### src/rtl/ftseq_pkg.sv
package ftseq_pkg;
  typedef enum logic {
    FETCH_SEQ = 1'b0,
    FETCH_DEC = 1'b1
  } fetch_mode_e;

  typedef struct packed {
    logic used_up;
    logic buf_valid;
    logic pending;
  } slot_flags_t;
endpackage

### src/rtl/ftseq_stop_gate.sv
module ftseq_stop_gate #(
  parameter int FETCH_WIDTH = 8,
  parameter int CNT_W = 4
) (
  input  logic             br_taken,
  input  logic [CNT_W-1:0] insts_done,
  input  logic             fq_full,
  input  logic             no_target,
  output logic             stop
);
  always_comb begin
    stop = br_taken || fq_full || no_target ||
           (insts_done >= CNT_W'(FETCH_WIDTH));
  end
endmodule

### src/rtl/ftseq_need_logic.sv
module ftseq_need_logic
  import ftseq_pkg::*;
#(
  parameter int AW = 32,
  parameter int BUF_BYTES = 64
) (
  input  fetch_mode_e    mode,
  input  slot_flags_t    flags,
  input  logic [AW-1:0]  buf_start,
  input  logic [AW-1:0]  pc,
  input  logic           exhaust,
  input  logic [AW-1:0]  head_pc,
  input  logic           head_ok,
  output logic           want,
  output logic [AW-1:0]  addr,
  output logic           clr_flag
);
  localparam int EW = AW + 1;

  logic          uu_eff;
  logic          bv_eff;
  logic [EW-1:0] pc_end;
  logic [EW-1:0] buf_end;
  logic          out_of_range;

  always_comb begin
    uu_eff       = flags.used_up || (exhaust && mode == FETCH_DEC);
    bv_eff       = flags.buf_valid && !exhaust;
    pc_end       = {1'b0, pc} + EW'(4);
    buf_end      = {1'b0, buf_start} + EW'(BUF_BYTES);
    out_of_range = (pc < buf_start) || (pc_end > buf_end);
    want         = 1'b0;
    addr         = '0;
    clr_flag     = 1'b0;
    if (mode == FETCH_DEC) begin
      if (uu_eff) addr = head_ok ? head_pc : '0;
      else        addr = head_pc;
      want     = (uu_eff || !bv_eff) && (addr != '0);
      clr_flag = uu_eff && want;
    end else begin
      addr = pc;
      want = !bv_eff || out_of_range;
    end
  end
endmodule

### src/rtl/ftseq_thread_slot.sv
module ftseq_thread_slot
  import ftseq_pkg::*;
#(
  parameter int AW = 32
) (
  input  logic           clk,
  input  logic           rst,
  input  logic           squash,
  input  logic           tick,
  input  logic           supply_ok,
  input  logic           exh_buf,
  input  logic           exh_flag,
  input  logic           fill,
  input  logic [AW-1:0]  fill_start,
  input  logic           issue,
  input  logic           clr_flag,
  output slot_flags_t    flags,
  output logic [AW-1:0]  buf_start
);
  slot_flags_t nxt;

  always_comb begin
    nxt = flags;
    if (squash) begin
      nxt = '0;
    end else begin
      if (exh_flag) nxt.used_up = 1'b1;
      if (clr_flag) nxt.used_up = 1'b0;
      if (tick)     nxt.used_up = !supply_ok;
      if (exh_buf)  nxt.buf_valid = 1'b0;
      if (fill) begin
        nxt.buf_valid = 1'b1;
        nxt.pending   = 1'b0;
      end
      if (issue)    nxt.pending = 1'b1;
    end
  end

  always_ff @(posedge clk) begin
    if (rst) begin
      flags     <= '0;
      buf_start <= '0;
    end else begin
      flags <= nxt;
      if (fill && !squash) buf_start <= fill_start;
    end
  end
endmodule

### src/rtl/fetch_target_seq.sv
module fetch_target_seq
  import ftseq_pkg::*;
#(
  parameter int THREADS = 2,
  parameter int AW = 32,
  parameter int BUF_BYTES = 64,
  parameter int FETCH_WIDTH = 8,
  parameter int TID_W = (THREADS > 1) ? $clog2(THREADS) : 1,
  parameter int CNT_W = $clog2(FETCH_WIDTH + 1)
) (
  input  logic               clk,
  input  logic               rst,
  input  logic               mode_dec_i,
  input  logic               tick_i,
  input  logic [TID_W-1:0]   tick_tid_i,
  input  logic               supply_ok_i,
  input  logic               fetch_valid_i,
  input  logic [TID_W-1:0]   fetch_tid_i,
  input  logic [AW-1:0]      fetch_pc_i,
  input  logic               exhaust_i,
  input  logic               loop_end_i,
  input  logic               br_taken_i,
  input  logic [CNT_W-1:0]   insts_done_i,
  input  logic               fq_full_i,
  input  logic [AW-1:0]      head_pc_i,
  input  logic               head_ok_i,
  input  logic               fill_i,
  input  logic [TID_W-1:0]   fill_tid_i,
  input  logic [AW-1:0]      fill_start_i,
  input  logic               squash_i,
  input  logic [TID_W-1:0]   squash_tid_i,
  output logic               loop_stop_o,
  output logic               req_valid_o,
  output logic [TID_W-1:0]   req_tid_o,
  output logic [AW-1:0]      req_addr_o,
  output logic [THREADS-1:0] used_up_o,
  output logic [THREADS-1:0] buf_valid_o
);
  fetch_mode_e  mode;
  slot_flags_t  flags   [THREADS];
  logic [AW-1:0] starts [THREADS];

  slot_flags_t   cur_flags;
  logic [AW-1:0] cur_start;
  logic          want;
  logic [AW-1:0] dec_addr;
  logic          dec_clr;
  logic          issue;
  logic          fetch_exh;

  assign mode      = fetch_mode_e'(mode_dec_i);
  assign cur_flags = flags[fetch_tid_i];
  assign cur_start = starts[fetch_tid_i];
  assign fetch_exh = fetch_valid_i && exhaust_i;

  ftseq_need_logic #(.AW(AW), .BUF_BYTES(BUF_BYTES)) u_need (
    .mode      (mode),
    .flags     (cur_flags),
    .buf_start (cur_start),
    .pc        (fetch_pc_i),
    .exhaust   (fetch_exh),
    .head_pc   (head_pc_i),
    .head_ok   (head_ok_i),
    .want      (want),
    .addr      (dec_addr),
    .clr_flag  (dec_clr)
  );

  always_comb begin
    issue = fetch_valid_i && loop_end_i && want && !cur_flags.pending &&
            !(squash_i && squash_tid_i == fetch_tid_i);
  end

  for (genvar t = 0; t < THREADS; t++) begin : g_slot
    logic is_fetch;
    assign is_fetch = (fetch_tid_i == TID_W'(t));

    ftseq_thread_slot #(.AW(AW)) u_slot (
      .clk        (clk),
      .rst        (rst),
      .squash     (squash_i && squash_tid_i == TID_W'(t)),
      .tick       (tick_i && tick_tid_i == TID_W'(t)),
      .supply_ok  (supply_ok_i),
      .exh_buf    (fetch_exh && is_fetch),
      .exh_flag   (fetch_exh && is_fetch && mode == FETCH_DEC),
      .fill       (fill_i && fill_tid_i == TID_W'(t)),
      .fill_start (fill_start_i),
      .issue      (issue && is_fetch),
      .clr_flag   (issue && is_fetch && dec_clr),
      .flags      (flags[t]),
      .buf_start  (starts[t])
    );

    assign used_up_o[t]   = flags[t].used_up;
    assign buf_valid_o[t] = flags[t].buf_valid;
  end

  ftseq_stop_gate #(.FETCH_WIDTH(FETCH_WIDTH), .CNT_W(CNT_W)) u_stop (
    .br_taken   (br_taken_i),
    .insts_done (insts_done_i),
    .fq_full    (fq_full_i),
    .no_target  (mode == FETCH_DEC && cur_flags.used_up),
    .stop       (loop_stop_o)
  );

  always_ff @(posedge clk) begin
    if (rst) begin
      req_valid_o <= 1'b0;
      req_tid_o   <= '0;
      req_addr_o  <= '0;
    end else begin
      req_valid_o <= issue;
      if (issue) begin
        req_tid_o  <= fetch_tid_i;
        req_addr_o <= dec_addr;
      end
    end
  end
endmodule

### config.mk
export PLATFORM = sky130hd
export DESIGN_NAME = fetch_target_seq
export DESIGN_NICKNAME = d
export VERILOG_FILES = /design/src/rtl/ftseq_pkg.sv /design/src/rtl/ftseq_stop_gate.sv /design/src/rtl/ftseq_need_logic.sv /design/src/rtl/ftseq_thread_slot.sv /design/src/rtl/fetch_target_seq.sv
export SDC_FILE = /design/constraint.sdc
export NUM_CORES = 1
export LEC_CHECK = 0
export BUFFER_PORTS_ARGS = -buffer_cell sky130_fd_sc_hd__buf_4
export CORE_UTILIZATION = 40
export CTS_BUF_LIST = sky130_fd_sc_hd__clkbuf_8
export DETAILED_ROUTE_END_ITERATION = 10
export PLACE_DENSITY = 0.7
export SETUP_SLACK_MARGIN = 0.2
export SYNTH_ARGS = -nofsm -noshare
export SYNTH_HDL_FRONTEND = slang
export SYNTH_SLANG_ARGS = --single-unit
### constraint.sdc
create_clock -name clk -period 5.2 [get_ports clk]
set_input_delay 1.04 -clock clk [delete_from_list [all_inputs] [get_ports clk]]
set_output_delay 1.04 -clock clk [all_outputs]
set_load 0.02 [all_outputs]
==> results.md, run 1 <==
* WL/cell at 16.0 um
* Iter 0 DRT Violations at 429
* Gr usage total at 22.3%
* Area after DPL at 8510 um2
* Vias in the first global route at 6384
* WHS at 0.458 ns
* R2R setup slack at 1.03 ns
* Crit Path Class: in2reg
* CP Max Fanout at 14
* Worst min path class: reg2reg
* Mapped Area at 7050 um2
* Rel. slew slack at 37.8%
* CTS Buf Count at 9
* I/O pin cnt at 156
* Initial Util at 40.9%
* FMAX at 213 MHz
* Leak Pwr at 3.53 nW
* Synth Area per Inst at 7.92 um2
* VDD IR max at 129 uV
* Die ar. at 18100 um2
* Vias at 6765
* Clock-pin transition on the worst setup and hold timing paths at 0.10 ns
* TNS Setup at 0 ns
* Crit path DAT at 5.00 ns
* Critical path endpoint: req_addr_o[18]$_SDFFE_PP0N_
* Post-synth EDFFs at 0
* # Max-Cap Violations at 0
* Final Setup Violations at 0
* Count of final hold-check violations at 0
* Mapped Cells at 890
* Final wirelength at 20.3 mm
* DRC violations left at 0
* Post-synth top area share at 29.6%
* Largest net degree at the start of global routing at 69
* Detailed Routing Iterations Pass 1 at 5
* Syn nets at 1072
* Dominant cells by area after synthesis: dfxtp_1 (30%), ha_1 (12%), nand2_1 (8.8%)
* Worst skew pair latency at 0.41 ns
* Cells after DPL at 1251
* Root Buffer Master: clkbuf_8
* Non-filler cells, final at 1267
* FF-to-FF path depth at 15
* Layout Skew at 0.0234 ns
* Hpwl dp at 15.7 mm
* # diodes at 0
* Crit path from: fetch_tid_i
* Post-CTS setup buffer count at 0
* Total power at 1.90 mW
* Routed Antenna Nets at 0
* Power Density at 218 nW/um2
* Fin area at 8700 um2
* CTS tree: yes
* Die X at 135 um
* Cts hold-fix bufs at 0
* Synth warn at 0
* Worst Path Required at 5.51 ns
* RSZ-0062 raised after global routing: no
* Fin crit share at 90.1%
* Run status: completed
* Synth Register Bits at 104
* Row count at 48
* R2r startpoint: g_slot[0].u_slot.buf_start[18]$_SDFFE_PP0P_
* Yosys top cell by area: dfxtp_1
* Worst Tran Pin Value at 0.931 ns
* Top_reg_cell synth: dfxtp_1
* Area Overhead vs Synth at 23.5%
* First-pass GRT wire length at 32.1 mm
* Crit end category: register
* CTS resizes at 0
* GPL Wtd Cong at 0.904
* Ratio of cells with drive above 1 in the final layout at 21.2%
* Initial antenna violation count at 0
* Reg2reg end: req_addr_o[18]$_SDFFE_PP0N_
* # nets final at 1219
* Async SR Flop Fraction at 0%
* Most numerous cell in the Yosys netlist: nand2_1
* Clk buf depth at 2
* Pins Over Slew Limit at 0
* Register area share after synthesis at 29.6%
* Clk sinks at 104
* Post-layout min period at 4.69 ns
* Synth top cells by count: nand2_1 (166), a21oi_1 (122), dfxtp_1 (104)
* Vias/cell at 5.34
* Core Area at 17200 um2
* Grt ovf at 0
* Die Y at 135 um
* H-tree Lvls at 3
* Cell variety after synth at 62
* PortBufs at 152
* Startpoint types: input pin
==> layout make-up <==
| class | count | area [um2] |
|---|---|---|
| fillers | 1685 | 8530 |
| multi-input cells | 725 | 4680 |
| flip-flops and latches | 104 | 2080 |
| repair buffers | 190 | 1440 |
| well taps | 225 | 282 |
| clock buffers | 10 | 138 |
| clock inverters | 6 | 53.8 |
| inverters | 7 | 26.3 |
==> logic make-up after synthesis <==
logic type               synth area share, %
AND/OR/NAND/NOR                         25.3
adder cells (fa/ha/maj)                 11.5
AO/OA/AOI/OAI                           18.3
multiplexers                            4.79
flip-flops                              29.6
buffers and inverters                   4.16
XOR/XNOR                                6.34
==> state kept, by name (all words and copies together), names as in the netlist <==
| register | count |
|---|---|
| g_slot.u_slot.buf_start | 64 |
| req_addr_o | 32 |
| req_valid_o | 1 |
| g_slot.u_slot.flags | 6 |
| req_tid_o | 1 |
==> worst max-delay path, cell delays in order <==
cell and delay [ns]:
buf_4 0.23, buf_4 0.19, mux2i_1 0.13, nor4_2 0.35, nand3b_1 0.14, or4_1 0.51
nor2_1 0.19, nand2_1 0.09, xnor2_1 0.14, ha_1 0.32, nand4_1 0.20, a2111oi_0 0.49
buf_4 0.19, o221a_2 0.28, buf_4 0.22, nor3_1 0.06, a211oi_1 0.21
==> placed cells by master (no fill, tap or decap), drive strengths merged, types with 22 or more instances in the layout <==
cell	n
a21oi	122
nand2	166
xor2	22
a211oi	34
ha	65
buf	190
xnor2	29
nor3	40
dfxtp	104
nor2	34
nor2b	35
mux2i	30
==> per-stage QoR <==
stage	utilization, %	setup slack (ns)
2_1_floorplan	-	0.355
3_3_place_gp	49.4	0.145
3_5_place_dp	49.4	0.136
4_1_cts	50.5	0.531
5_1_grt	50.5	0.283
6_report	50.5	0.512
==> power breakdown <==
part / internal, mW / switching, mW / total, mW
Combinational: 0.236 / 0.282 / 0.518
Sequential: 0.843 / 0.0256 / 0.869
Clock: 0.194 / 0.319 / 0.513
==> metal layers <==
layer / global-route usage, % / up-vias / part of all wire [%]
met3: 5.22 / 20 / 7.2
li1: - / 3480 / -
met4: 7.68 / 0 / 1.8
met2: 35.3 / 185 / 44
met5: 0 / - / 0
met1: 29.7 / 3080 / 47
==> worst min path at each step <==
stage / startpoint / to / slack [ns] / depth (start not counted)
6_report: g_slot[1].u_slot.buf_start[30]$_SDFFE_PP0P_ / g_slot[1].u_slot.buf_start[30]$_SDFFE_PP0P_ / 0.46 / 2
5_1_grt: g_slot[1].u_slot.buf_start[30]$_SDFFE_PP0P_ / g_slot[1].u_slot.buf_start[30]$_SDFFE_PP0P_ / 0.48 / 2
4_1_cts: g_slot[1].u_slot.buf_start[30]$_SDFFE_PP0P_ / g_slot[1].u_slot.buf_start[30]$_SDFFE_PP0P_ / 0.46 / 2
3_5_place_dp: g_slot[1].u_slot.buf_start[0]$_SDFFE_PP0P_ / g_slot[1].u_slot.buf_start[0]$_SDFFE_PP0P_ / 0.44 / 2
3_3_place_gp: g_slot[1].u_slot.buf_start[0]$_SDFFE_PP0P_ / g_slot[1].u_slot.buf_start[0]$_SDFFE_PP0P_ / 0.44 / 2
2_1_floorplan: g_slot[0].u_slot.buf_start[14]$_SDFFE_PP0P_ / g_slot[0].u_slot.buf_start[14]$_SDFFE_PP0P_ / 0.43 / 2
Power figures use the tool's default switching activity.
==> inputs of run 2 (changes only) <==
clock period = 4.9 ns   (was 5.2 ns; I/O delays follow)
==> run 2 against run 1 <==
Net effect: final cell count is 1.0% higher; clock power rose by 12%; sequential share of layout area decreased by 0.43 points; worst setup slack got worse by 0.051 ns; power grew 7.9%; hold slack about the same; critical path type unchanged; largest cell class unchanged; largest power group unchanged; highest routed layer unchanged.
==> results.md, run 2 (same netlist as run 1, synthesis figures left out) <==
* Run status: completed
* H-tree Lvls at 3
* Crit Path Class: in2reg
* Worst Path Required at 5.19 ns
* Worst min path class: reg2reg
* Most Frequent Cell on Critical Path: buf_4
* # Max-Cap Violations at 0
* GPL Wtd Cong at 0.886
* Detailed Routing Iterations Pass 1 at 5
* Vias at 6855
* Routed Antenna Nets at 0
* Gr usage total at 22.2%
* CTS tree: yes
* Crit path DAT at 4.73 ns
* I/O pin cnt at 156
* Layout Skew at 0.0120 ns
* Hpwl dp at 15.8 mm
* Area after DPL at 8640 um2
* Commonest cells after routing, fill and taps aside: buf_4 (201), nand2_1 (166), a21oi_1 (121)
* Crit end category: register
* Clock-pin transition on the worst setup and hold timing paths at 0.10 ns
* Max reg flops at 64
* CP peak stage delay at 0.41 ns
* Die ar. at 18100 um2
* Commonest non-fill, non-tap cell in the layout: buf_4
* Most flop-heavy register: g_slot.u_slot.buf_start
* Clk buf depth at 2
* Slowest stage cell, crit path: a2111oi_2
* TNS Setup at 0 ns
* Grt ovf at 0
* Iter 0 DRT Violations at 544
* Leak Pwr at 3.61 nW
* Cts hold-fix bufs at 0
* Largest net degree at the start of global routing at 101
* Final wirelength at 20.3 mm
* VDD IR max at 144 uV
* Clk sinks at 104
* Ratio of cells with drive above 1 in the final layout at 22.6%
* Post-layout min period at 4.44 ns
* WL/cell at 15.9 um
* Total power at 2.05 mW
* Number of buffer and inverter stages on the critical path at 4
* Rel. slew slack at 29.0%
* PortBufs at 152
* Pins Over Slew Limit at 0
* CTS Buf Count at 9
* Initial Util at 40.9%
* RSZ-0062 raised after global routing: no
* # nets final at 1233
* Die X at 135 um
* Biggest regs: g_slot.u_slot.buf_start x64, req_addr_o x32, g_slot.u_slot.flags x6
* CP cell instances: buf_4, buf_4, mux2i_2, a2111o_1, or3_4, or3_4, nor2_1, nand2_1, xnor2_1, ha_1, nand4_1, a2111oi_2, buf_4, o221a_2, buf_12, nor3_1, a211oi_1
* Count of final hold-check violations at 0
* Vias in the first global route at 6432
* Power Density at 231 nW/um2
* Worst skew pair latency at 0.39 ns
* FMAX at 225 MHz
* Fin area at 8860 um2
* # diodes at 0
* First-pass GRT wire length at 32.1 mm
* Crit path from: fetch_tid_i
* DRC violations left at 0
* CP Max Fanout at 27
* Area Overhead vs Synth at 25.8%
* Fin crit share at 90.6%
* Vias/cell at 5.36
* Row count at 48
* Delay-heaviest family, CP: simple AND/OR/NAND/NOR gates
* Core Area at 17200 um2
* Startpoint types: input pin
* Final Setup Violations at 0
* Min-delay src: g_slot[0].u_slot.buf_start[16]$_SDFFE_PP0P_
* R2r startpoint: g_slot[0].u_slot.buf_start[18]$_SDFFE_PP0P_
* Worst Tran Pin Value at 1.07 ns
* Root Buffer Master: clkbuf_8
* Die Y at 135 um
* Initial antenna violation count at 0
[run 2: worst paths after layout]
path                                                 end  slack [ns]  cells past startpoint
max                           req_addr_o[0]$_SDFFE_PP0N_        0.46                     17
min          g_slot[0].u_slot.buf_start[16]$_SDFFE_PP0P_        0.46                      2
max reg2reg                   req_addr_o[0]$_SDFFE_PP0N_        1.00                     15
min reg2reg  g_slot[0].u_slot.buf_start[16]$_SDFFE_PP0P_        0.46                      2
[run 2: final cells by class]
class / instances / area (um2)
well taps: 225 / 282
flip-flops and latches: 104 / 2080
repair buffers: 204 / 1570
clock inverters: 5 / 63.8
multi-input cells: 725 / 4700
inverters: 7 / 26.3
fillers: 1657 / 8370
clock buffers: 10 / 138
[run 2: routing by layer]
metal,vias up,track usage (%),part of all wire (%)
met4,0,9.43,2.4
met5,-,0,0
met3,28,5.86,7.7
met1,3141,28.9,46
met2,190,34.6,44
li1,3496,-,-
[run 2: what timing repair did]
| action | 4_1_cts | 5_1_grt |
|---|---|---|
| endpoints found under the setup margin | 0 | 16 |
| buffers inserted | 0 | 0 |
| resized for setup | 0 | 4 |
[run 2: through the flow]
step,hold WS [ns],std cells,worst slack [ns],util (%)
6_report,0.458,1280,0.462,51.4
4_1_cts,0.460,1280,0.409,51.3
2_1_floorplan,0.432,890,0.161,-
3_5_place_dp,0.446,1265,0.00801,50.2
3_3_place_gp,0.440,1265,0.0446,50.2
5_1_grt,0.474,1280,0.187,51.4
[run 2: tightest hold or removal path: cells and delay by family, from the launching register on]
family | cells | cell delay (ns)
flip-flops | 1 | 0.32
AND/OR/NAND/NOR | 1 | 0.05
AO/OA/AOI/OAI | 1 | 0.05
[run 2: power breakdown]
group / total, mW / internal (mW) / switching, mW / leakage [nW]
Sequential: 0.923 / 0.895 / 0.0279 / 0.850
Clock: 0.572 / 0.252 / 0.319 / 0.0994
Combinational: 0.557 / 0.255 / 0.301 / 2.66
==> inputs of run 3 (changes only) <==
PLACE_DENSITY = 0.72   (was 0.7)
clock period = 3.8 ns   (was 4.9 ns; I/O delays follow)
==> run 3 against run 2 <==
Net effect: the flow now finishes with violations (setup timing); final cell count up 6.1%; routed wire length up 8.9%; register-to-register slack worse by 1.1 ns; sequential share of layout area down 2.3 points; global-route usage up 1.8 points; sequential cell count unchanged; highest routed layer unchanged.
==> results.md, run 3 (same netlist as run 1, synthesis figures left out) <==
* Pins Over Slew Limit at 0
* CTS Buf Count at 9
* Rel. slew slack at 39.5%
* Routed Antenna Nets at 0
* Count of final hold-check violations at 0
* Final Setup Violations at 35
* Non-filler cells, final at 1358
* Worst Path Required at 4.10 ns
* CP peak stage delay at 0.42 ns
* Biggest regs: g_slot.u_slot.buf_start x64, req_addr_o x32, g_slot.u_slot.flags x6
* # Max-Cap Violations at 0
* Layout Skew at 0.0137 ns
* Root Buffer Master: clkbuf_8
* # diodes at 0
* Die ar. at 18100 um2
* WL/cell at 16.3 um
* Die Y at 135 um
* Run status: finished, violations left
* Crit end category: register
* Vias in the first global route at 6927
* Most flop-heavy register: g_slot.u_slot.buf_start
* Commonest non-fill, non-tap cell in the layout: buf_4
* # nets final at 1310
* Fin crit share at 107%
* Commonest cells after routing, fill and taps aside: buf_4 (265), nand2_1 (164), a21oi_1 (120)
* Clock-pin transition on the worst setup and hold timing paths at 0.11 ns
* Final wirelength at 22.1 mm
* Clk sinks at 104
* H-tree Lvls at 3
* Power Density at 276 nW/um2
* Fin area at 9810 um2
* Crit Path Class: in2reg
* Post-route setup slack at -0.267 ns
* DRC violations left at 0
* Core Area at 17200 um2
* Worst skew pair latency at 0.39 ns
* Grt ovf at 0
* CP cell instances: buf_16, mux2i_4, a2111o_1, or3_4, or3_4, nor2_4, nand2_2, xnor2_2, ha_1, nand4_1, buf_4, nor2_4, a2bb2oi_2, o211ai_1, buf_4, o221a_4, buf_4, buf_6, o21ai_4, a21oi_1
* RSZ-0062 raised after global routing: yes
* R2R setup slack at -0.06 ns
* FMAX at 246 MHz
* Worst Tran Pin Value at 0.906 ns
* CTS tree: yes
* Startpoint types: input pin
* I/O pin cnt at 156
* Filler Cells Inserted at 1549
* Worst min path class: reg2reg
* Row count at 48
* Clk buf depth at 2
* R2r startpoint: g_slot[0].u_slot.buf_start[20]$_SDFFE_PP0P_
* Largest net degree at the start of global routing at 52
* FF-to-FF path depth at 19
* Vias/cell at 5.40
* Area Overhead vs Synth at 39.2%
* Gr usage total at 24.0%
* Failing checks: setup timing
* Slowest stage cell, crit path: or3_4
* Hold EP: g_slot[1].u_slot.buf_start[28]$_SDFFE_PP0P_
* Min-delay src: g_slot[1].u_slot.buf_start[28]$_SDFFE_PP0P_
* PortBufs at 152
* VDD IR max at 169 uV
* Hold Path Depth at 2
* TNS Setup at -8.06 ns
* Crit path DAT at 4.36 ns
* Max reg flops at 64
* Vias at 7338
* Die X at 135 um
* Cts hold-fix bufs at 0
* Initial antenna violation count at 0
* GPL Wtd Cong at 0.901
* Iter 0 DRT Violations at 449
* Most Frequent Cell on Critical Path: buf_4
* Post-layout min period at 4.07 ns
* Delay-heaviest family, CP: simple AND/OR/NAND/NOR gates
* Total power at 2.71 mW
* CP Max Fanout at 5
* Ratio of cells with drive above 1 in the final layout at 30.8%
* Initial Util at 40.9%
* Detailed Routing Iterations Pass 1 at 7
* Leak Pwr at 4.08 nW
* Area after DPL at 9090 um2
* Hpwl dp at 16.5 mm
* Cells after DPL at 1322
* First-pass GRT wire length at 34.7 mm
* Reg2reg end: g_slot[0].u_slot.flags[0]$_SDFFE_PP0P_
* Number of buffer and inverter stages on the critical path at 5
-- run 3: cell types whose count changed in the layout (fill, tap and decap cells not counted), moves of 2 or more --
cell,previous run,this run
buf_4,201,265
nor3_1,39,26
nor3_2,1,13
buf_6,0,7
a211oi_1,34,28
a211oi_2,0,6
buf_16,0,3
mux2i_1,29,26
clkbuf_16,0,2
mux2i_4,0,2
nand2_1,166,164
nor2_1,33,31
nor2_4,1,3
-- run 3: timing repair --
item / 4_1_cts / 5_1_grt
endpoints found under the setup margin: 36 / 36
gates resized for setup: 29 / 29
setup buffers: 9 / 5
gates cloned: 3 / 3
pin swaps: 10 / 13
-- run 3: worst max-delay path by stage --
stage | start | end | slack (ns) | cells past startpoint
global placement | fetch_tid_i | req_addr_o[19]$_SDFFE_PP0N_ | -0.69 | 17
floorplan | fetch_tid_i | req_addr_o[10]$_SDFFE_PP0N_ | -0.46 | 19
detailed placement | fetch_tid_i | req_addr_o[7]$_SDFFE_PP0N_ | -0.84 | 18
finish | fetch_tid_i | g_slot[0].u_slot.flags[0]$_SDFFE_PP0P_ | -0.27 | 20
global route | fetch_tid_i | req_addr_o[16]$_SDFFE_PP0N_ | -0.45 | 18
CTS | fetch_tid_i | req_addr_o[18]$_SDFFE_PP0N_ | -0.14 | 17
-- run 3: power by group --
part           internal [mW]  leakage [nW]  switching, mW  total, mW
Combinational          0.401          3.13          0.424      0.825
Clock                  0.251        0.0934          0.438      0.689
Sequential              1.15         0.850         0.0403       1.19
-- run 3: routing by layer --
metal | track usage (%) | routed length [um] | vias up
li1 | - | - | 3665
met1 | 31.8 | 9900 | 3409
met2 | 39.9 | 10300 | 235
met3 | 4.54 | 1490 | 29
met4 | 6.24 | 414 | 0
met5 | 0 | 0 | -
-- run 3: cell type report --
class	instances	area [um2]	area share [%]
tap	225	282	2.87
inverter	7	26.3	0.268
clock inverter	7	63.8	0.651
multi-input combinational	726	4970	50.7
timing repair buffer	280	2260	23.1
sequential	104	2080	21.2
clock buffer	9	124	1.26
-- run 3: tightest hold or removal path, cell delays in order (launching register included) --
cell	delay, ns
dfxtp_1	0.32
nand2_1	0.05
a21oi_1	0.05
-- run 3: stage by stage --
stage / hold WS [ns] / worst slack (ns) / utilization (%)
after global routing: 0.473 / -0.451 / 56.9
after CTS: 0.461 / -0.141 / 55.4
after global placement: 0.438 / -0.692 / 52.7
after detailed placement: 0.446 / -0.844 / 52.7
after floorplan: 0.432 / -0.457 / -
final: 0.460 / -0.267 / 56.9
